### src/rtl/irq_router_pkg.sv
package irq_router_pkg;

  localparam int unsigned OFF_W         = 12;
  localparam int unsigned WIN_MASK_BIT  = 10;
  localparam int unsigned WIN_DERIV_BIT = 11;
  localparam int unsigned CPU_FIELD_W   = 6;

  typedef enum logic [1:0] {
    TGT_REQ   = 2'd0,
    TGT_MASK  = 2'd1,
    TGT_DERIV = 2'd2,
    TGT_NONE  = 2'd3
  } tgt_e;

  typedef struct packed {
    tgt_e                   tgt;
    logic [CPU_FIELD_W-1:0] cpu;
    logic                   legal_rd;
    logic                   legal_wr;
  } dec_t;

endpackage

### src/rtl/irq_addr_decode.sv
module irq_addr_decode
  import irq_router_pkg::*;
#(
  parameter int unsigned NUM_CPU = 4
) (
  input  logic [OFF_W-1:0] addr,
  input  logic             wide,
  output dec_t             dec
);

  localparam logic [3:0] LAST_MASK  = 4'(NUM_CPU);
  localparam logic [3:0] LAST_DERIV = 4'(2 * NUM_CPU);

  logic [3:0] idx;
  logic       cpu_ok;
  logic       unused_low;

  assign idx        = addr[9:6];
  assign unused_low = ^addr[3:0];

  always_comb begin
    dec.tgt = TGT_NONE;
    dec.cpu = '0;
    if (addr[WIN_MASK_BIT]) begin
      dec.tgt = TGT_MASK;
      dec.cpu = addr[9:4];
    end else if (addr[WIN_DERIV_BIT]) begin
      dec.tgt = TGT_DERIV;
      dec.cpu = addr[9:4];
    end else if (idx == 4'd0) begin
      dec.tgt = TGT_REQ;
    end else if (idx <= LAST_MASK) begin
      dec.tgt = TGT_MASK;
      dec.cpu = {2'b00, idx - 4'd1};
    end else if (idx <= LAST_DERIV) begin
      dec.tgt = TGT_DERIV;
      dec.cpu = {2'b00, idx - LAST_MASK - 4'd1};
    end
    cpu_ok       = dec.cpu < CPU_FIELD_W'(NUM_CPU);
    dec.legal_rd = (dec.tgt == TGT_REQ) ||
                   (((dec.tgt == TGT_MASK) || (dec.tgt == TGT_DERIV)) && wide && cpu_ok);
    dec.legal_wr = (dec.tgt == TGT_MASK) && wide && cpu_ok;
  end

endmodule

### src/rtl/irq_src_pending.sv
module irq_src_pending #(
  parameter int unsigned NUM_SRC = 64,
  localparam int unsigned ID_W   = $clog2(NUM_SRC)
) (
  input  logic               clk,
  input  logic               rst_n,
  input  logic               post,
  input  logic [ID_W-1:0]    post_id,
  input  logic               clr,
  input  logic [ID_W-1:0]    clr_id,
  output logic [NUM_SRC-1:0] req_next,
  output logic [NUM_SRC-1:0] req_q
);

  always_comb begin
    req_next = req_q;
    if (clr && req_q[clr_id]) req_next[clr_id] = 1'b0;
    if (post)                 req_next[post_id] = 1'b1;
  end

  always_ff @(posedge clk or negedge rst_n) begin
    if (!rst_n) req_q <= '0;
    else        req_q <= req_next;
  end

endmodule

### src/rtl/irq_cpu_lane.sv
module irq_cpu_lane #(
  parameter int unsigned NUM_SRC = 64
) (
  input  logic               clk,
  input  logic               rst_n,
  input  logic               wr_en,
  input  logic [NUM_SRC-1:0] wr_data,
  input  logic [NUM_SRC-1:0] req_next,
  output logic [NUM_SRC-1:0] mask_q,
  output logic               irq_q
);

  logic [NUM_SRC-1:0] mask_next;

  assign mask_next = wr_en ? wr_data : mask_q;

  always_ff @(posedge clk or negedge rst_n) begin
    if (!rst_n) begin
      mask_q <= '0;
      irq_q  <= 1'b0;
    end else begin
      mask_q <= mask_next;
      irq_q  <= |(mask_next & req_next);
    end
  end

endmodule

### src/rtl/irq_mask_router.sv
module irq_mask_router
  import irq_router_pkg::*;
#(
  parameter int unsigned NUM_CPU = 4,
  parameter int unsigned NUM_SRC = 64,
  localparam int unsigned ID_W   = $clog2(NUM_SRC)
) (
  input  logic               clk,
  input  logic               rst_n,
  input  logic [OFF_W-1:0]   bus_addr,
  input  logic               bus_wide,
  input  logic               bus_wr,
  input  logic               bus_rd,
  input  logic [NUM_SRC-1:0] bus_wdata,
  output logic [NUM_SRC-1:0] bus_rdata,
  input  logic               src_post,
  input  logic [ID_W-1:0]    src_post_id,
  input  logic               src_clr,
  input  logic [ID_W-1:0]    src_clr_id,
  output logic [NUM_CPU-1:0] cpu_irq,
  output logic               bus_err
);

  dec_t                       dec;
  logic                       do_wr;
  logic                       do_rd;
  logic                       bad;
  logic [NUM_SRC-1:0]         req_q;
  logic [NUM_SRC-1:0]         req_next;
  logic [NUM_SRC-1:0]         mask_arr [NUM_CPU];
  logic [NUM_CPU*NUM_SRC-1:0] mask_flat;
  logic [NUM_SRC-1:0]         sel_mask;
  logic [NUM_SRC-1:0]         rd_mux;

  irq_addr_decode #(.NUM_CPU(NUM_CPU)) u_dec (
    .addr (bus_addr),
    .wide (bus_wide),
    .dec  (dec)
  );

  assign do_wr = bus_wr && !bus_rd && dec.legal_wr;
  assign do_rd = bus_rd && !bus_wr && dec.legal_rd;
  assign bad   = (bus_wr || bus_rd) && !(do_wr || do_rd);

  irq_src_pending #(.NUM_SRC(NUM_SRC)) u_pend (
    .clk      (clk),
    .rst_n    (rst_n),
    .post     (src_post),
    .post_id  (src_post_id),
    .clr      (src_clr),
    .clr_id   (src_clr_id),
    .req_next (req_next),
    .req_q    (req_q)
  );

  for (genvar c = 0; c < NUM_CPU; c++) begin : g_lane
    irq_cpu_lane #(.NUM_SRC(NUM_SRC)) u_lane (
      .clk      (clk),
      .rst_n    (rst_n),
      .wr_en    (do_wr && (dec.cpu == CPU_FIELD_W'(c))),
      .wr_data  (bus_wdata),
      .req_next (req_next),
      .mask_q   (mask_arr[c]),
      .irq_q    (cpu_irq[c])
    );
    assign mask_flat[c*NUM_SRC +: NUM_SRC] = mask_arr[c];
  end

  always_comb begin
    sel_mask = '0;
    for (int c = 0; c < NUM_CPU; c++) begin
      if (dec.cpu == CPU_FIELD_W'(c)) sel_mask = mask_arr[c];
    end
  end

  always_comb begin
    case (dec.tgt)
      TGT_REQ:   rd_mux = bus_wide ? req_q : {{(NUM_SRC-32){1'b0}}, req_q[31:0]};
      TGT_MASK:  rd_mux = sel_mask;
      TGT_DERIV: rd_mux = sel_mask & req_q;
      default:   rd_mux = '0;
    endcase
  end

  always_ff @(posedge clk or negedge rst_n) begin
    if (!rst_n) begin
      bus_rdata <= '0;
      bus_err   <= 1'b0;
    end else begin
      if (bus_rd) bus_rdata <= do_rd ? rd_mux : '0;
      if (bad)    bus_err   <= 1'b1;
    end
  end

endmodule

### config.mk
export PLATFORM = sky130hd
export DESIGN_NAME = irq_mask_router
export DESIGN_NICKNAME = d
export VERILOG_FILES = /design/src/rtl/irq_router_pkg.sv /design/src/rtl/irq_addr_decode.sv /design/src/rtl/irq_src_pending.sv /design/src/rtl/irq_cpu_lane.sv /design/src/rtl/irq_mask_router.sv
export SDC_FILE = /design/constraint.sdc
export NUM_CORES = 1
export LEC_CHECK = 0
export BUFFER_PORTS_ARGS = -buffer_cell sky130_fd_sc_hd__buf_4
export CORE_ASPECT_RATIO = 1.25
export CORE_MARGIN = 2
export CORE_UTILIZATION = 57
export DETAILED_ROUTE_END_ITERATION = 6
export GPL_TIMING_DRIVEN = 1
export PLACE_DENSITY_LB_ADDON = 0.05
export SYNTH_ARGS = -nofsm -noshare
export SYNTH_HDL_FRONTEND = slang
export SYNTH_SLANG_ARGS = --single-unit
### constraint.sdc
create_clock -name clk -period 5.9 [get_ports clk]
set_input_delay 1.77 -clock clk [delete_from_list [all_inputs] [get_ports clk]]
set_output_delay 1.77 -clock clk [all_outputs]
set_load 0.05 [all_outputs]
==> run_results.csv, run 1 <==
group,metric,value,unit
logic_synthesis,synth_top_area_share,47.7,%
worst_hold_path,hold_path.startpoint,"bus_err",
logic_synthesis,synth_warnings,0,
layout,nFillCells,2872,
worst_setup_path,r2r_end,"g_lane[1].u_lane.irq_q",
status,outcome,"finished with violations",
worst_setup_path,startpoint_type,"input port",
worst_setup_path,r2r-start,"u_pend.req_q[5]",
place,gp_congestion,1.03,
logic_synthesis,netlist_area,20400,um2
cts,post_cts_buffers,0,
worst_setup_path,required,6300,ps
timing,worst_clock_skew,19.0,ps
layout,final_util,67.6,%
die,design.core.area,35400,um2
detailed_routing,antenna_left,0,
cts,ctsResizeCount,0,
layout,area_growth,17.2,%
die,design.die.area,37300,um2
detailed_routing,viasPerCell,6.87,
detailed_routing,wire_per_inst,30.4,um
worst_setup_path,worst-setup-path-type,"input port to register",
die,die_h,216,um
timing,setup_viol,0,
worst_setup_path,r2r_slack,2390,ps
layout,final_area,23900,um2
place,placed_cells,2699,
worst_hold_path,hold_depth,1,
logic_synthesis,ys_seq_area_share,47.7,%
cts,root_buffer,"clkbuf_16",
grt,overflow,0,
status,violations,"design-rule violations",
detailed_routing,drtIter0Drc,2413,
power_and_ir_drop,p_per_area,313,nW/um2
timing,post-route-period-util,92.8,%
worst_setup_path,crit_arrival,5870,ps
grt,antenna_found_initial,4,
worst_setup_path,crit_fanout,12,
timing,maxSlewHeadroom,27.6,%
timing,tns,0,ps
logic_synthesis,synthArstFlopShare,100,%
timing,tightest_slew,1090,ps
die,dieWidth,173,um
die,io_pins,164,
timing,finalMaxSlewViolations,0,
cts,cts_hold_repair.buffers,0,
timing,hold_viol,0,
grt,grt_pass1_vias,18500,
worst_hold_path,hold_class,"register to register",
grt,gr-usage-all-layers,44.8,%
flow_run,maxCapViolCount,0,
detailed_routing,drtPass1Iterations,7,
detailed_routing,dr_total_vias,19100,
cts,worstSkewPairLatency,570,ps
place,dpl-instance-area,22500,um2
cts,cts_tree,"yes",
detailed_routing,drc_errors,1,
place,hpwl,60.2,mm
cts,clockBufferDepth,3,
worst_setup_path,worstSetupEndpointType,"register",
detailed_routing,wl,84.3,mm
grt,grt_first_pass_wirelength,123,mm
power_and_ir_drop,ir_drop,0.249,mV
logic_synthesis,synth.top_cells.by_area,"dfrtp_1 (48%), mux2_2 (9.1%), nand2_1 (7.7%)",
timing,max_freq,183,MHz
timing,layout_setup_ws,426,ps
logic_synthesis,syn_area_per_cell,9.65,um2
cts,cts_buffers,41,
logic_synthesis,syn-instance-count,2114,
logic_synthesis,synth-edff-count,0,
logic_synthesis,synth_nets,2214,
logic_synthesis,synth-seq-cells,389,
layout,mostFrequentLayoutCell,"nand2_1",
timing,rsz0062_at_grt,"false",
logic_synthesis,synth_cell_type_count,80,
die,start_util,57.7,%
cts,path_clk_slew,60,ps
grt,grt_max_degree,107,
logic_synthesis,synth_area_leader_cell,"dfrtp_1",
layout,fin_nets,2368,
worst_hold_path,hold_end,"bus_err",
worst_setup_path,r2r_cells,11,
place,port_buffers,159,
place,place_ws,173,ps
layout,final_cell_mix,"nand2_1 (417), dfrtp_1 (389), buf_4 (236), mux2_2 (165), inv_1 (142)",
timing,post-route-min-period,5470,ps
logic_synthesis,ys.flop_type,"dfrtp_1",
power_and_ir_drop,leakage,11.4,nW
cts,cts_num_sinks,389,
layout,layout-drive-gt1-share,22.1,%
cts,cts_max_level,2,
die,rows,77,
layout,fin_cells,2775,
stage by stage:
step,power (mW),hold WS [ps]
final,7.48,488
after global routing,7.66,503
after CTS,7.41,486
after detailed placement,4.68,469
after global placement,4.65,465
after floorplan,3.94,453
flip-flops by register name, summed over array words and instances (netlist names):
register              cells
bus_err                   1
bus_rdata                64
g_lane.u_lane.irq_q       4
g_lane.u_lane.mask_q    256
u_pend.req_q             64
report_power, final:
| part | leakage, nW | total [mW] | switching [mW] | internal, mW |
|---|---|---|---|---|
| clock network | 0.705 | 2.77 | 1.12 | 1.65 |
| registers | 5.25 | 3.16 | 0.233 | 2.92 |
| logic | 5.40 | 1.55 | 1.03 | 0.520 |
| total | 11.4 | 7.48 | 2.39 | 5.09 |
critical path: stages:
cell and delay (ps):
buf_4 120, inv_1 50, ha_1 200, nand2b_1 140, nor2_1 40, nor3_1 180
nor2_1 70, inv_1 80, ha_2 190, and4b_1 370, o21ai_0 140, nor2_1 280
nand2_4 260, buf_4 310, buf_4 200, mux2i_1 190, o22ai_1 130, nor4_1 490
buf_4 270, o2111a_1 190, nand4b_1 150
area by class of cell:
class | instances | area (um2) | share of cell area, %
clock inverter | 11 | 165 | 0.691
inverter | 142 | 533 | 2.23
clock buffer | 62 | 1260 | 5.26
timing repair buffer | 248 | 2010 | 8.39
multi-input combinational | 1446 | 9610 | 40.2
antenna | 3 | 7.51 | 0.0314
sequential | 389 | 9730 | 40.7
tap | 474 | 593 | 2.48
cells by family (layout without fill, tap and decap cells):
group | count (synthesis) | in the layout | share of synthesized area (%)
fa+ha+maj | 5 | 5 | 0.307
other cells | 0 | 3 | 0
simple gates | 669 | 669 | 14.9
flops | 389 | 389 | 47.7
xor+xnor | 1 | 1 | 0.0429
mux | 239 | 239 | 13.3
buf+inv | 279 | 463 | 5.53
compound gates | 532 | 532 | 18.3
worst max-delay path by stage:
stage | startpoint | end | slack (ps)
5_1_grt | bus_addr[6] | g_lane[3].u_lane.irq_q | 320
4_1_cts | bus_addr[6] | g_lane[3].u_lane.irq_q | 640
3_3_place_gp | bus_addr[6] | g_lane[3].u_lane.irq_q | 230
2_1_floorplan | bus_addr[6] | g_lane[2].u_lane.irq_q | 790
3_5_place_dp | bus_addr[6] | g_lane[0].u_lane.irq_q | 170
6_report | bus_addr[6] | g_lane[3].u_lane.irq_q | 430
synth_stat cells (all sizes together), types with 4 or more instances:
cell type and n:
a22o 24, buf 51, nor2b 12, mux2i 49
and2 13, and4 7, o22ai 76, a211oi 6
o21a 9, nor3b 4, nand2 419, o2bb2ai 6
a222oi 8, dfrtp 389, a311oi 64, clkbuf 86
nand3 86, a221oi 9, mux4 7, inv 142
nor2 33, a2bb2o 5, a21boi 8, mux2 183
and3 4, or2 6, o31ai 18, a2111oi 5
o21ai 69, a22oi 105, a21oi 89, ha 5
nand4 18, nand3b 8, nor4 7, nor3 14
nand2b 19
routing by layer:
layer  vias up  share of wire [%]  track usage (%)
li1       7959                  -                -
met1      9502                 37             56.9
met2      1266                 46             71.8
met3       343                9.0             6.77
met4         2                7.9             29.3
met5         -              0.013                0
Note: power is estimated with default switching activity, not from simulation.
==> run 2: changes to the inputs <==
--- a/config.mk
+++ b/config.mk
@@ -14,2 +14,3 @@
 export PLACE_DENSITY_LB_ADDON = 0.05
+export RECOVER_POWER = 50
 export SYNTH_ARGS = -nofsm -noshare
--- a/constraint.sdc
+++ b/constraint.sdc
@@ -3,2 +3,2 @@
 set_output_delay 1.77 -clock clk [all_outputs]
-set_load 0.05 [all_outputs]
+set_load 0.005 [all_outputs]
==> run 2 against run 1 <==
- the run ends with max-capacitance violations, max-slew violations left
- via count decreased by 0.32%
- worst hold slack lost 2.0 ps
- global-route usage unchanged
- first-iteration DRC count grew 3.8%
- combinational power fell by 4%
- largest power group unchanged
==> run_results.csv, run 2 (synthesized netlist as in run 1, its figures left out) <==
group,metric,value,unit
power_and_ir_drop,p_per_area,311,nW/um2
die,design.core.area,35400,um2
detailed_routing,drtPass1Iterations,6,
grt,grt_first_pass_wirelength,123,mm
grt,gr-usage-all-layers,44.8,%
layout,fin_nets,2368,
worst_setup_path,startpoint,"bus_addr[6]",
cts,clockBufferDepth,3,
timing,hold_slack,486,ps
grt,overflow,0,
power_and_ir_drop,totalPowerFinal,7.41,mW
timing,tns,0,ps
worst_setup_path,worst-setup-path-type,"input port to register",
place,port_buffers,159,
timing,rsz0062_at_grt,"false",
status,violations,"max-capacitance violations, max-slew violations",
timing,worst_clock_skew,16.8,ps
timing,hold_viol,0,
layout,layout-drive-gt1-share,21.9,%
die,die_h,216,um
detailed_routing,antenna_left,0,
worst_setup_path,crit_arrival,5850,ps
place,hpwl,60.2,mm
power_and_ir_drop,netSwitchingFraction,31.4,%
detailed_routing,wl,84.1,mm
power_and_ir_drop,p_comb_share,20.1,%
timing,post-route-period-util,92.4,%
worst_setup_path,startpoint_type,"input port",
worst_setup_path,worstSetupEndpointType,"register",
cts,cts_max_level,2,
detailed_routing,drtIter0Drc,2505,
power_and_ir_drop,p_switching,2.32,mW
die,design.die.area,37300,um2
cts,path_clk_slew,60,ps
detailed_routing,dr_total_vias,19000,
die,rows,77,
timing,post-route-min-period,5450,ps
grt,grt_pass1_vias,18500,
layout,mostFrequentLayoutCell,"nand2_1",
detailed_routing,drc_errors,0,
layout,final_util,67.5,%
cts,cts_num_sinks,389,
power_and_ir_drop,leakage,11.3,nW
timing,maxSlewHeadroom,-76.0,%
power_and_ir_drop,power.share.clock,37.3,%
cts,ctsResizeCount,0,
detailed_routing,viasPerCell,6.85,
place,gp_congestion,1.03,
die,dieWidth,173,um
worst_setup_path,crit_fanout,12,
worst_hold_path,hold_class,"register to register",
cts,root_buffer,"clkbuf_16",
layout,top_register,"g_lane.u_lane.mask_q",
timing,finalMaxSlewViolations,105,
layout,largestRegisters,"g_lane.u_lane.mask_q (256), bus_rdata (64), u_pend.req_q (64)",
flow_run,maxCapViolCount,1,
cts,worstSkewPairLatency,570,ps
status,outcome,"finished with violations",
layout,nFillCells,2877,
power_and_ir_drop,seq_power_share,42.6,%
detailed_routing,wire_per_inst,30.3,um
grt,grt_max_degree,107,
timing,tightest_slew,2640,ps
place,place_ws,173,ps
grt,antenna_found_initial,4,
worst_hold_path,hold_path.startpoint,"bus_err",
cts,cts_hold_repair.buffers,0,
cts,cts_buffers,41,
worst_setup_path,r2r-start,"u_pend.req_q[5]",
worst_setup_path,required,6300,ps
timing,max_freq,183,MHz
layout,final_cell_mix,"nand2_1 (417), dfrtp_1 (389), buf_4 (203), mux2_2 (165), inv_1 (142)",
timing,setup_viol,0,
layout,largest_reg_flops,256,
die,start_util,57.7,%
power_and_ir_drop,p_int,5.08,mW
timing,layout_setup_ws,448,ps
die,io_pins,164,
power_and_ir_drop,ir_drop,0.248,mV
cts,post_cts_buffers,0,
layout,area_growth,16.9,%
cts,cts_tree,"yes",
## run 2: cell count changes in the layout (fill, tap and decap cells not counted), sizes merged
| cell | change |
|---|---|
| clkbuf | +37 |
| buf | -37 |
| diode | -1 |
## run 2: path summary, 6_finish.rpt
path,cells past startpoint,slack [ps],end
min,1,490,bus_err
max,21,450,g_lane[3].u_lane.irq_q
max reg2reg,11,2390,g_lane[1].u_lane.irq_q
min in group asynchronous,1,2030,bus_rdata[43]
min reg2reg,1,490,bus_err
max in group asynchronous,2,1080,g_lane[0].u_lane.mask_q[18]
## run 2: power by group through the flow
stage | Combinational (mW) | Clock (mW) | Sequential, mW
final | 1.49 | 2.77 | 3.16
after global routing | 1.55 | 2.87 | 3.17
after CTS | 1.44 | 2.77 | 3.14
after detailed placement | 1.43 | 0 | 3.19
after global placement | 1.41 | 0 | 3.17
after floorplan | 0.793 | 0 | 3.09
## run 2: cell type report
cell class | instances | area, um2 | share of cell area (%)
Antenna cell | 2 | 5.00 | 0.0210
Clock buffer | 62 | 1260 | 5.27
Clock inverter | 11 | 165 | 0.692
Inverter | 142 | 533 | 2.23
Multi-Input combinational cell | 1446 | 9610 | 40.3
Sequential cell | 389 | 9730 | 40.8
Tap cell | 474 | 593 | 2.49
Timing Repair Buffer | 248 | 1950 | 8.17
## run 2: worst max-delay path: stages
cell      delay [ps]
buf_4            120
inv_1             50
ha_1             200
nand2b_1         140
nor2_1            40
nor3_1           180
nor2_1            70
inv_1             80
ha_2             190
and4b_1          370
o21ai_0          140
nor2_1           280
nand2_4          260
buf_4            310
buf_4            200
mux2i_1          200
o22ai_1          130
nor4_1           490
buf_4            260
o2111a_1         190
nand4b_1         150
## run 2: through the flow
stage / cells / area [um2]
after floorplan: 2114 / 20400
after global placement: 2699 / 22500
after detailed placement: 2699 / 22500
after CTS: 2772 / 23900
after global routing: 2773 / 23800
final: 2774 / 23900
## run 2: routing by layer
layer	up-vias	part of all wire, %	GRT usage (%)
met5	-	0.013	0
met2	1258	47	71.8
met3	304	9.0	6.77
met1	9482	37	56.9
li1	7965	-	-
met4	2	7.7	29.3
==> run 3: changes to the inputs <==
- CORE_UTILIZATION: 57 -> 30
==> run 3 against run 2 <==
- the run still ends with max-capacitance violations, max-slew violations left
- global-route usage fell by 17 points
- die area up 88%
- sequential share of layout area decreased by 1.1 points
- clock skew increased by 16 ps
- fmax up 0.79%
- clock power up 4%
- critical path depth is 1 lower
- sequential power is essentially flat
- non-clock buffer count is 12 higher
- total power up 2.6%
- worst hold slack hardly changed
- critical path type unchanged
- critical endpoint is now g_lane[2].u_lane.irq_q
- largest cell class unchanged
- highest routed layer unchanged
==> run_results.csv, run 3 (synthesized netlist as in run 1, its figures left out) <==
group,metric,value,unit
worst_setup_path,slowest_delay,350,ps
layout,final_cell_mix,"nand2_1 (417), dfrtp_1 (389), buf_4 (207), mux2_2 (165), inv_1 (142)",
timing,max_freq,185,MHz
grt,grt_max_degree,115,
layout,fin_nets,2384,
grt,grt_first_pass_wirelength,138,mm
layout,nFillCells,6851,
grt,gr-usage-all-layers,27.4,%
worst_setup_path,worst_path_max_delay_cell,"a22o_1",
layout,largest_reg_flops,256,
worst_setup_path,worstSetupEndpoint,"g_lane[2].u_lane.irq_q",
layout,final_util,36.6,%
grt,antenna_found_initial,6,
cts,cts_tree,"yes",
timing,tns,0,ps
layout,area_growth,20.3,%
worst_setup_path,r2r_cells,11,
cts,worstSkewPairLatency,600,ps
grt,overflow,0,
worst_setup_path,startpoint,"bus_addr[6]",
cts,cts_num_sinks,389,
timing,tightest_slew,2510,ps
timing,post-route-min-period,5410,ps
timing,worst_clock_skew,32.6,ps
grt,grt_pass1_vias,18400,
power_and_ir_drop,totalPowerFinal,7.60,mW
layout,layout-drive-gt1-share,22.2,%
layout,largestRegisters,"g_lane.u_lane.mask_q (256), bus_rdata (64), u_pend.req_q (64)",
detailed_routing,viasPerCell,5.73,
timing,post-route-period-util,91.7,%
power_and_ir_drop,p_per_area,310,nW/um2
detailed_routing,drtIter0Drc,1533,
status,outcome,"finished with violations",
timing,setup_viol,0,
layout,multiInputGateArea,9630,um2
worst_setup_path,crit_arrival,5800,ps
place,hpwl,69.3,mm
worst_setup_path,r2r_end,"g_lane[2].u_lane.irq_q",
place,port_buffers,159,
die,design.core.area,67100,um2
cts,root_buffer,"clkbuf_16",
worst_hold_path,hold_depth,1,
power_and_ir_drop,ir_drop,0.211,mV
status,violations,"max-capacitance violations, max-slew violations",
detailed_routing,dr_total_vias,18200,
detailed_routing,antenna_left,0,
timing,finalMaxSlewViolations,277,
die,start_util,30.4,%
detailed_routing,wl,96.3,mm
timing,hold_slack,486,ps
die,die_h,296,um
timing,hold_viol,0,
die,dieWidth,237,um
worst_setup_path,r2r-start,"u_pend.req_q[16]",
layout,seq_area,9730,um2
worst_setup_path,path_cells,"buf_4, inv_1, ha_1, nand2b_1, nor2_1, nor3_1, nor2_1, inv_1, ha_2, and4b_1, nand2_1, a21oi_1, nand2_4, buf_12, buf_4, mux2_2, a22o_1, a221oi_1, o2111a_1, nand4_1",
cts,cts_hold_repair.buffers,0,
die,design.die.area,70100,um2
cts,cts_buffers,45,
detailed_routing,drtPass1Iterations,7,
layout,final_area,24500,um2
worst_setup_path,worst-setup-path-type,"input port to register",
place,dpl-instance-area,23100,um2
timing,maxSlewHeadroom,-67.1,%
worst_setup_path,crit_fanout,28,
detailed_routing,drc_errors,0,
layout,mostFrequentLayoutCell,"nand2_1",
cts,ctsResizeCount,0,
cts,clockBufferDepth,3,
place,gp_congestion,0.937,
worst_setup_path,required,6290,ps
cts,path_clk_slew,60,ps
power_and_ir_drop,leakage,11.4,nW
timing,rsz0062_at_grt,"false",
layout,top_register,"g_lane.u_lane.mask_q",
cts,cts_max_level,2,
detailed_routing,wire_per_inst,30.3,um
worst_hold_path,hold_class,"register to register",
worst_setup_path,startpoint_type,"input port",
die,rows,106,
worst_setup_path,r2r_slack,2350,ps
cts,post_cts_buffers,0,
die,io_pins,164,
flow_run,maxCapViolCount,5,
worst_setup_path,worstSetupEndpointType,"register",
==> run 3: critical path: cells and delay by family <==
family,cells,cell delay (ps)
AO/OA/AOI/OAI,4,1270
AND/OR/NAND/NOR,8,1290
buffers and inverters,5,710
multiplexers,1,280
adder cells (fa/ha/maj),2,380
==> run 3: worst min-delay path by stage <==
| stage | startpoint | end | slack [ps] |
|---|---|---|---|
| final | bus_err | bus_err | 490 |
| after global routing | bus_err | bus_err | 510 |
| after CTS | g_lane[3].u_lane.mask_q[43] | g_lane[3].u_lane.mask_q[43] | 490 |
| after detailed placement | g_lane[3].u_lane.mask_q[43] | g_lane[3].u_lane.mask_q[43] | 470 |
| after global placement | g_lane[3].u_lane.mask_q[43] | g_lane[3].u_lane.mask_q[43] | 470 |
| after floorplan | g_lane[3].u_lane.mask_q[43] | g_lane[3].u_lane.mask_q[43] | 450 |
==> run 3: where the power goes <==
group,internal (mW),switching (mW),total [mW]
logic,0.530,1.03,1.56
registers,2.92,0.240,3.16
clock network,1.68,1.20,2.88
==> run 3: layout make-up <==
cell class | instances | share of cell area, %
clock inverter | 7 | 0.393
inverter | 142 | 2.17
antenna | 3 | 0.0306
clock buffer | 72 | 5.62
timing repair buffer | 260 | 8.48
multi-input combinational | 1446 | 39.2
sequential | 389 | 39.7
tap | 864 | 4.41
==> run 3: metrics by stage <==
step                      instances  setup WS (ps)
after floorplan                2114            791
after global placement         3101          -2.87
after detailed placement       3101          -11.7
after CTS                      3180            562
after global routing           3181            208
final                          3183            490
==> run 3: metal layers <==
| metal | vias up | GRT usage, % | part of all wire (%) |
|---|---|---|---|
| li1 | 8005 | - | - |
| met1 | 9368 | 35.1 | 42 |
| met2 | 687 | 46.3 | 48 |
| met3 | 185 | 3.68 | 5.0 |
| met4 | 4 | 11.6 | 4.6 |
| met5 | - | 0 | 0.029 |
